===== src/rtl/nvm_wctl_pkg.sv =====
package nvm_wctl_pkg;
  typedef enum logic [1:0] {
    SEL_ADDR = 2'd0,
    SEL_DATA = 2'd1,
    SEL_CTRL = 2'd2,
    SEL_KEY  = 2'd3
  } sel_e;

  typedef enum logic [1:0] {
    KS_IDLE  = 2'd0,
    KS_FIRST = 2'd1,
    KS_ARMED = 2'd2
  } key_st_e;

  localparam int CB_RD   = 0;
  localparam int CB_WR   = 1;
  localparam int CB_WEN  = 2;
  localparam int CB_ERR  = 3;
  localparam int CB_DONE = 4;

  localparam logic [7:0] KEY_FIRST  = 8'h55;
  localparam logic [7:0] KEY_SECOND = 8'hAA;
endpackage


===== src/rtl/nvm_key_seq.sv =====
module nvm_key_seq
  import nvm_wctl_pkg::*;
(
  input  logic       clk,
  input  logic       rst,
  input  logic       wr_en,
  input  logic [1:0] sel,
  input  logic [7:0] wdata,
  output logic       armed
);
  key_st_e st_q;
  logic    key_hit;

  assign key_hit = wr_en && (sel == SEL_KEY);
  assign armed   = (st_q == KS_ARMED);

  always_ff @(posedge clk) begin
    if (rst) begin
      st_q <= KS_IDLE;
    end else if (wr_en) begin
      if (key_hit && wdata == KEY_FIRST)
        st_q <= KS_FIRST;
      else if (key_hit && wdata == KEY_SECOND && st_q == KS_FIRST)
        st_q <= KS_ARMED;
      else
        st_q <= KS_IDLE;
    end
  end


  armed_after_second_key_chk: assert property (@(posedge clk) disable iff (rst)
    $rose(armed) |-> $past(key_hit && wdata == KEY_SECOND));


  no_skip_first_chk: assert property (@(posedge clk) disable iff (rst)
    $rose(armed) |-> $past(st_q == KS_FIRST));
endmodule


===== src/rtl/nvm_wtimer.sv =====
module nvm_wtimer #(
  parameter int LAT = 16
) (
  input  logic clk,
  input  logic rst,
  input  logic start,
  output logic busy,
  output logic fin
);
  localparam int CW = (LAT > 2) ? $clog2(LAT) : 1;
  localparam logic [CW-1:0] LOAD = CW'(LAT - 1);

  logic [CW-1:0] cnt_q;
  logic          busy_q;

  assign busy = busy_q;
  assign fin  = busy_q && (cnt_q == '0);

  always_ff @(posedge clk) begin
    if (rst) begin
      busy_q <= 1'b0;
      cnt_q  <= '0;
    end else if (start && !busy_q) begin
      busy_q <= 1'b1;
      cnt_q  <= LOAD;
    end else if (fin) begin
      busy_q <= 1'b0;
    end else if (busy_q) begin
      cnt_q <= cnt_q - 1'b1;
    end
  end


  cnt_range_chk: assert property (@(posedge clk) disable iff (rst)
    cnt_q <= LOAD);


  fin_ends_busy_chk: assert property (@(posedge clk) disable iff (rst)
    fin |=> !busy_q);
endmodule


===== src/rtl/nvm_array.sv =====
module nvm_array #(
  parameter int AW = 6,
  parameter int DW = 8
) (
  input  logic          clk,
  input  logic          we,
  input  logic [AW-1:0] waddr,
  input  logic [DW-1:0] wdata,
  input  logic [AW-1:0] raddr,
  output logic [DW-1:0] q
);
  localparam int DEPTH = 1 << AW;

  logic [DW-1:0] mem [DEPTH];

  always_ff @(posedge clk) begin
    if (we) mem[waddr] <= wdata;
    q <= mem[raddr];
  end
endmodule


===== src/rtl/nvm_wctl.sv =====
module nvm_wctl
  import nvm_wctl_pkg::*;
#(
  parameter int AW  = 6,
  parameter int LAT = 16
) (
  input  logic       clk,
  input  logic       por,
  input  logic       warm_rst,
  input  logic [1:0] bus_sel,
  input  logic       bus_we,
  input  logic [7:0] bus_wdata,
  output logic [7:0] bus_rdata
);
  localparam int DW = 8;

  logic [AW-1:0] addr_q;
  logic [DW-1:0] data_q;
  logic          rd_q, wren_q, err_q, done_q;
  logic          busy, fin, armed, start, rd_go, arr_we, any_rst;
  logic          w_addr, w_data, w_ctrl;
  logic [DW-1:0] arr_q;

  assign any_rst = por || warm_rst;
  assign w_addr  = bus_we && (bus_sel == SEL_ADDR);
  assign w_data  = bus_we && (bus_sel == SEL_DATA);
  assign w_ctrl  = bus_we && (bus_sel == SEL_CTRL);
  assign start   = w_ctrl && bus_wdata[CB_WR] && armed && wren_q && !busy;
  assign rd_go   = w_ctrl && bus_wdata[CB_RD] && !busy && !start;
  assign arr_we  = fin && !any_rst;

  nvm_key_seq u_key (
    .clk   (clk),
    .rst   (any_rst),
    .wr_en (bus_we),
    .sel   (bus_sel),
    .wdata (bus_wdata),
    .armed (armed)
  );

  nvm_wtimer #(.LAT(LAT)) u_tmr (
    .clk   (clk),
    .rst   (any_rst),
    .start (start),
    .busy  (busy),
    .fin   (fin)
  );

  nvm_array #(.AW(AW), .DW(DW)) u_arr (
    .clk   (clk),
    .we    (arr_we),
    .waddr (addr_q),
    .wdata (data_q),
    .raddr (addr_q),
    .q     (arr_q)
  );

  always_ff @(posedge clk) begin
    if (por) begin
      addr_q <= '0;
      data_q <= '0;
      rd_q   <= 1'b0;
      wren_q <= 1'b0;
      err_q  <= 1'b0;
      done_q <= 1'b0;
    end else if (warm_rst) begin
      rd_q <= 1'b0;
      if (busy) err_q <= 1'b1;
    end else begin
      rd_q <= rd_go;
      if (rd_q)
        data_q <= arr_q;
      else if (w_data && !busy)
        data_q <= bus_wdata;
      if (w_addr && !busy)
        addr_q <= bus_wdata[AW-1:0];
      if (w_ctrl) begin
        wren_q <= bus_wdata[CB_WEN];
        err_q  <= bus_wdata[CB_ERR];
        done_q <= bus_wdata[CB_DONE];
      end
      if (fin) done_q <= 1'b1;
    end
  end

  always_comb begin
    bus_rdata = '0;
    case (sel_e'(bus_sel))
      SEL_ADDR: bus_rdata = DW'(addr_q);
      SEL_DATA: bus_rdata = data_q;
      SEL_CTRL: begin
        bus_rdata[CB_RD]   = rd_q;
        bus_rdata[CB_WR]   = busy;
        bus_rdata[CB_WEN]  = wren_q;
        bus_rdata[CB_ERR]  = err_q;
        bus_rdata[CB_DONE] = done_q;
      end
      default: bus_rdata = '0;
    endcase
  end


  wr_needs_wren_chk: assert property (@(posedge clk) disable iff (any_rst)
    $rose(busy) |-> $past(wren_q));


  end_sets_done_chk: assert property (@(posedge clk) disable iff (por)
    $fell(busy) |-> (done_q || $past(warm_rst) || $past(por)));


  rd_one_cycle_chk: assert property (@(posedge clk) disable iff (any_rst)
    rd_q |=> (!rd_q && data_q == $past(arr_q)));


  addr_frozen_busy_chk: assert property (@(posedge clk) disable iff (por)
    (busy && w_addr) |=> $stable(addr_q));


  warm_abort_err_chk: assert property (@(posedge clk) disable iff (por)
    (warm_rst && busy) |=> (err_q && !busy));
endmodule


===== config.mk =====
export PLATFORM = sky130hd
export DESIGN_NAME = nvm_wctl
export DESIGN_NICKNAME = d
export VERILOG_FILES = /design/src/rtl/nvm_wctl_pkg.sv /design/src/rtl/nvm_key_seq.sv /design/src/rtl/nvm_wtimer.sv /design/src/rtl/nvm_array.sv /design/src/rtl/nvm_wctl.sv
export SDC_FILE = /design/constraint.sdc
export NUM_CORES = 1
export LEC_CHECK = 0
export ABC_AREA = 1
export BUFFER_PORTS_ARGS = -buffer_cell sky130_fd_sc_hd__buf_2
export CORE_AREA = 2 2 233 235
export DETAILED_ROUTE_END_ITERATION = 6
export DIE_AREA = 0 0 235 237
export HOLD_SLACK_MARGIN = 0.1
export PLACE_DENSITY = 0.6
export SLEW_MARGIN = 20
export SYNTH_ARGS = -nofsm -noshare
export SYNTH_HDL_FRONTEND = slang
export SYNTH_SLANG_ARGS = --single-unit

===== constraint.sdc =====
create_clock -name clk -period 2.3 [get_ports clk]
set_input_delay 0.46 -clock clk [delete_from_list [all_inputs] [get_ports clk]]
set_output_delay 0.46 -clock clk [all_outputs]
set_load 0.05 [all_outputs]

==> impl_metrics.csv, run 1 <==
group,metric,value,unit
layout,finalNetCount,2517,
synthesis,post_synth.cell_area_avg,10.0,um2
setup_path,path_cells,"inv_8, buf_12, o221ai_2, buf_4",
synthesis,syn_area,23800,um2
clock_network,postCtsSetupBuffers,0,
layout,antenna_cells,0,
power_and_ir_drop,leakage,12.0,nW
power_and_ir_drop,irDropWorstVdd,0.000537,V
floorplanning,coreArea,53300,um2
synthesis,seq_area_frac_synth,67.5,%
setup_path,cpPeakStageDelay,0.43,ns
global_routing,grt_pass1_wl,91500,um
placement,pre_cts_ws,0.223,ns
synthesis,ys.flop_type,"edfxtp_1",
floorplanning,die_y,237,um
placement,numPortBuffers,21,
synthesis,ys_seq_elements,545,
synthesis,syn_inst,2373,
clock_network,h-tree-depth,2,
routing,drtPass1Iterations,5,
synthesis,synth_top_area_share,64.7,%
synthesis,yosysWarningCount,0,
global_routing,grt_remaining_overflow,0,
timing,rsz0062_at_grt,"no",
layout,drive_above_1_share,11.2,%
power_and_ir_drop,p_per_area,736,nW/um2
floorplanning,initial_core_util,44.6,%
global_routing,grt_max_degree,88,
clock_network,cts_sinks,545,
global_routing,grt_use_total,21.6,%
routing,final_antenna_net_count,0,
synthesis,synth_edf_count,512,
power_and_ir_drop,power,20.0,mW
global_routing,antenna_found_initial,0,
timing,final.period_utilization,95.2,%
routing,vias_per_cell,5.00,
hold_path,hold_class,"input pin to register",
setup_path,crit_type,"register to output pin",
flow_run,drv_cap,0,
synthesis,synthArstFlopShare,0,%
floorplanning,die-width,235,um
clock_network,cts.path.max_buffers,3,
clock_network,numCtsBuffers,54,
synthesis,synthDistinctLibCells,30,
setup_path,cp.required,1.84,ns
setup_path,critPathCaptureType,"output pin",
floorplanning,placementRows,85,
setup_path,cp_slowest_cell,"dfxtp_4",
floorplanning,die-area,55700,um2
timing,min_period,2.19,ns
setup_path,start_kind,"register",
synthesis,syn_nets,2389,
timing,drv_slew,0,
routing,drt-total-wl,59900,um
layout,synthToLayoutAreaGrowth,14.5,%
routing,vias,16171,
setup_path,worstPathArrival,1.73,ns
routing,drc_errors,0,
routing,drt_iter0_drc,1578,
timing,slew_headroom,59.6,%
clock_network,clk-insertion-delay-late,0.61,ns
synthesis,synth.largest_area_cell,"edfxtp_1",
routing,wl_per_cell,18.5,um
clock_network,clk_pin_slew_worst_paths,0.06,ns
timing,setup_ws,0.110,ns
outcome,status,"complete, no violations",
synthesis,synth_commonest_cells,"678 x nand2_1, 512 x edfxtp_1, 501 x inv_1",
floorplanning,io_pins,22,
timing,tns,0,ns
layout,final_util,51.0,%
clock_network,cts_root_buffer,"clkbuf_16",
timing,hold_viol,0,
timing,clock.fmax,0.457,GHz
clock_network,cts_tree,"built",
setup_path,crit_fanout,34,
synthesis,synthTopCellsByArea,"edfxtp_1 65%, nand2_1 11%, inv_1 7.9%",
global_routing,grt_pass1_vias,15553,
placement,place.gp.congestion,0.872,
timing,finalSetupViolCount,0,
placement,dp_hpwl,36600,um
timing,fin_worst_skew,0.0190,ns
timing,tightest_slew,0.603,ns
synthesis,synth.most_common_cell,"nand2_1",
==> state kept, by name, summed over array words and instances, names as in the netlist, 2 cells and up <==
name / cells
addr_q: 6
data_q: 8
u_arr.mem: 512
u_arr.q: 8
u_key.st_q: 2
u_tmr.cnt_q: 4
==> repair_timing <==
action                     4_1_cts  5_1_grt
pin swaps                        0        0
hold buffers                     0        0
gates resized for setup          2       10
setup endpoints to repair        1       13
==> cells in the final DEF (no fill, tap or decap), types with 2 or more instances in the layout <==
cell / synthesis / final
o221ai_1: 3 / 2
dfxtp_2: 0 / 11
buf_2: 53 / 16
nand3_1: 253 / 253
nor4_1: 2 / 2
nor2_1: 122 / 121
o211ai_1: 11 / 11
or2_2: 23 / 23
a21oi_1: 13 / 13
clkbuf_4: 0 / 4
nor3_2: 7 / 7
ha_1: 2 / 2
or2_0: 7 / 7
o21ai_0: 51 / 50
nor3_1: 7 / 7
inv_2: 9 / 9
dfxtp_1: 33 / 21
nand2_1: 678 / 678
clkinv_1: 0 / 16
clkbuf_1: 7 / 13
edfxtp_1: 512 / 512
clkbuf_16: 0 / 55
o21ai_1: 42 / 43
buf_12: 0 / 18
bufinv_16: 0 / 4
inv_1: 501 / 500
clkinv_2: 0 / 6
nor2_4: 0 / 3
a31oi_1: 2 / 2
buf_4: 22 / 123
==> where the power goes <==
part           internal, mW  switching, mW  total, mW  leakage, nW
clock                  4.78           3.59       8.38        0.803
sequential             10.8         0.0295       10.9         4.87
combinational         0.200          0.572      0.772         6.35
==> final cells by class <==
class                      instances  area [um2]
tap                              696         871
timing repair buffer             161        1390
clock inverter                    27         219
fill                            4768       26100
inverter                         510        1920
multi-input combinational       1229        5320
clock buffer                      68        1430
sequential                       545       16100
==> path summary, 6_finish.rpt <==
path                       start  slack, ns              to  cells after the start
setup / recovery       addr_q[0]       0.11    bus_rdata[0]                      4
hold / removal      bus_wdata[0]       0.14            rd_q                      3
setup reg to reg       addr_q[0]       0.29      u_arr.q[5]                      9
hold reg to reg   u_tmr.cnt_q[3]       0.48  u_tmr.cnt_q[3]                      2
==> cell families (layout without fill, tap and decap cells) <==
group | Yosys count | count (layout) | synth area share, %
adders and majority gates | 2 | 2 | 0.105
buffers and inverters | 599 | 766 | 10.3
AOI/OAI and AO/OA | 122 | 122 | 2.74
xor gates and xnor gates | 1 | 1 | 0.0369
DFF | 545 | 545 | 67.5
and+or+nand+nor | 1104 | 1104 | 19.4
==> metal layers <==
layer  vias up  track usage, %  share of wire (%)
met5         -               0                  0
met4         0            6.39                2.5
met1      7726            30.7                 44
li1       7787               -                  -
met2       561            34.6                 46
met3        97            3.08                7.3
==> critical path, delay by kind of cell, from the launching register on <==
kind	cells	cell delay (ns)
compound gates	1	0.18
buf+inv	3	0.52
flops	1	0.43
==> per-stage QoR <==
step	cells	area [um2]	hold slack, ns
after global routing	3236	27200	0.127
after floorplan	2373	23800	0.437
after CTS	3236	27200	0.114
final	3236	27200	0.139
after detailed placement	3141	25500	0.476
after global placement	3141	25500	0.458
Note: power is estimated with default switching activity, not from simulation.
==> inputs of run 2 (changes only) <==
--- a/config.mk
+++ b/config.mk
@@ -7,6 +7,7 @@
 export LEC_CHECK = 0
 export ABC_AREA = 1
 export BUFFER_PORTS_ARGS = -buffer_cell sky130_fd_sc_hd__buf_2
+export CAP_MARGIN = 10
 export CORE_AREA = 2 2 233 235
 export DETAILED_ROUTE_END_ITERATION = 6
 export DIE_AREA = 0 0 235 237
==> constraint.sdc (replaced) <==
create_clock -name clk -period 2.1 [get_ports clk]
set_input_delay 0.42 -clock clk [delete_from_list [all_inputs] [get_ports clk]]
set_output_delay 0.42 -clock clk [all_outputs]
set_load 0.05 [all_outputs]
==> impl_metrics.csv, run 2 (same netlist as run 1, synthesis figures left out) <==
group,metric,value,unit
timing,min_period,2.08,ns
layout,regMostFlops,"u_arr.mem",
timing,hold_viol,0,
setup_path,critPathCaptureType,"register",
hold_path,hold_class,"input pin to register",
clock_network,cts.path.max_buffers,3,
setup_path,rrSetupSlack,0.02,ns
routing,drtPass1Iterations,5,
layout,mostFrequentLayoutCell,"nand2_1",
setup_path,start_kind,"register",
layout,drive_above_1_share,12.4,%
global_routing,grt_remaining_overflow,0,
clock_network,cts_tree,"built",
global_routing,grt_max_degree,69,
clock_network,cts_sinks,545,
layout,fillers,4774,
routing,drt_iter0_drc,1825,
timing,rsz0062_at_grt,"yes",
routing,vias,16290,
clock_network,clk_pin_slew_worst_paths,0.06,ns
setup_path,endpoint,"u_arr.q[0]",
setup_path,crit_start,"addr_q[0]",
layout,final_util,51.8,%
timing,tightest_slew,0.752,ns
setup_path,cp.required,2.58,ns
flow_run,drv_cap,0,
power_and_ir_drop,irDropWorstVdd,0.000540,V
placement,place.gp.congestion,0.968,
layout,seq_area,16100,um2
layout,stdcell_count,3247,
placement,numPortBuffers,21,
floorplanning,die-width,235,um
placement,post-place-cells,3141,
setup_path,r2r_end,"u_arr.q[0]",
routing,final_antenna_net_count,0,
setup_path,r2r-start,"addr_q[0]",
global_routing,antenna_found_initial,2,
routing,vias_per_cell,5.02,
global_routing,grt_pass1_wl,92300,um
floorplanning,coreArea,53300,um2
clock_network,h-tree-depth,2,
routing,drc_errors,0,
layout,finalNetCount,2524,
setup_path,crit_type,"register to register",
floorplanning,initial_core_util,44.6,%
outcome,status,"complete, no violations",
routing,wl_per_cell,19.0,um
floorplanning,die_y,237,um
clock_network,numCtsBuffers,55,
timing,finalHoldWorstSlack,0.145,ns
placement,dp_hpwl,37800,um
floorplanning,placementRows,85,
layout,mostFrequentLayoutCells,"677 x nand2_1, 512 x edfxtp_1, 500 x inv_1",
timing,slew_headroom,49.9,%
clock_network,clk-insertion-delay-late,0.61,ns
routing,drt-total-wl,61600,um
layout,antenna_cells,0,
floorplanning,die-area,55700,um2
power_and_ir_drop,p_per_area,818,nW/um2
timing,clock.fmax,0.481,GHz
timing,setup_ws,0.0204,ns
timing,drv_slew,0,
timing,finalSetupViolCount,0,
layout,synthToLayoutAreaGrowth,16.1,%
layout,multi_input_area,5390,um2
layout,top_regs,"u_arr.mem: 512 flops, data_q: 8 flops, u_arr.q: 8 flops",
placement,pre_cts_ws,-0.0383,ns
timing,fin_worst_skew,0.0145,ns
power_and_ir_drop,leakage,12.2,nW
floorplanning,io_pins,22,
timing,tns,0,ns
setup_path,worstPathArrival,2.56,ns
setup_path,reg2regPathDepth,11,
global_routing,grt_pass1_vias,16025,
layout,largest_reg_flops,512,
timing,final.period_utilization,99.0,%
setup_path,crit_fanout,44,
clock_network,cts_root_buffer,"clkbuf_16",
global_routing,grt_use_total,21.9,%
==> run 2: layer usage <==
metal	routed length (um)	global-route usage, %	vias to the layer above
met3	4380	3.80	117
met5	27	0	-
li1	-	-	7802
met2	28500	35.3	569
met4	1900	8.00	4
met1	26800	29.9	7798
==> run 2: metrics by stage <==
step	cell area [um2]	power [mW]
5_1_grt	27600	23.2
3_5_place_dp	25600	13.0
2_1_floorplan	23800	12.6
3_3_place_gp	25600	13.0
4_1_cts	27500	22.7
6_report	27600	22.6
==> run 2: where the power goes <==
group	internal [mW]	switching (mW)	total [mW]
registers	11.9	0.0406	11.9
clock network	5.78	3.98	9.76
logic	0.244	0.664	0.908
total	17.9	4.68	22.6
==> run 2: cell type report <==
class                      count  area share [%]
clock buffer                  68            5.32
inverter                     510            6.97
sequential                   545            58.2
clock inverter                32            1.18
tap                          696            3.16
timing repair buffer         167            5.59
multi-input combinational   1229            19.5
==> run 2: repair_timing <==
action,CTS,global route
resized for setup,19,24
gates cloned,0,2
endpoints found under the setup margin,10,524
pin swaps,0,2
buffers inserted,2,0
endpoints found under the hold margin,2,0
hold buffers,2,0
==> run 2: critical path: stages, from the launching register on <==
cell     delay, ns
dfxtp_4       0.37
buf_12        0.15
buf_12        0.17
buf_16        0.19
buf_4         0.17
or2_2         0.29
nand3_1       0.08
nand2_1       0.06
o21ai_2       0.12
nand2_1       0.08
nor2_2        0.16
nand2_1       0.07
==> run 2: worst min-delay path by stage <==
stage,from,to,slack (ns),cells after the start
after CTS,bus_wdata[5],u_key.st_q[0],0.12,4
after global routing,bus_wdata[1],u_key.st_q[0],0.14,4
after detailed placement,u_tmr.cnt_q[3],u_tmr.cnt_q[3],0.48,2
after floorplan,u_key.st_q[1],u_key.st_q[1],0.44,2
final,bus_wdata[1],u_key.st_q[0],0.15,4
after global placement,u_tmr.cnt_q[3],u_tmr.cnt_q[3],0.46,2
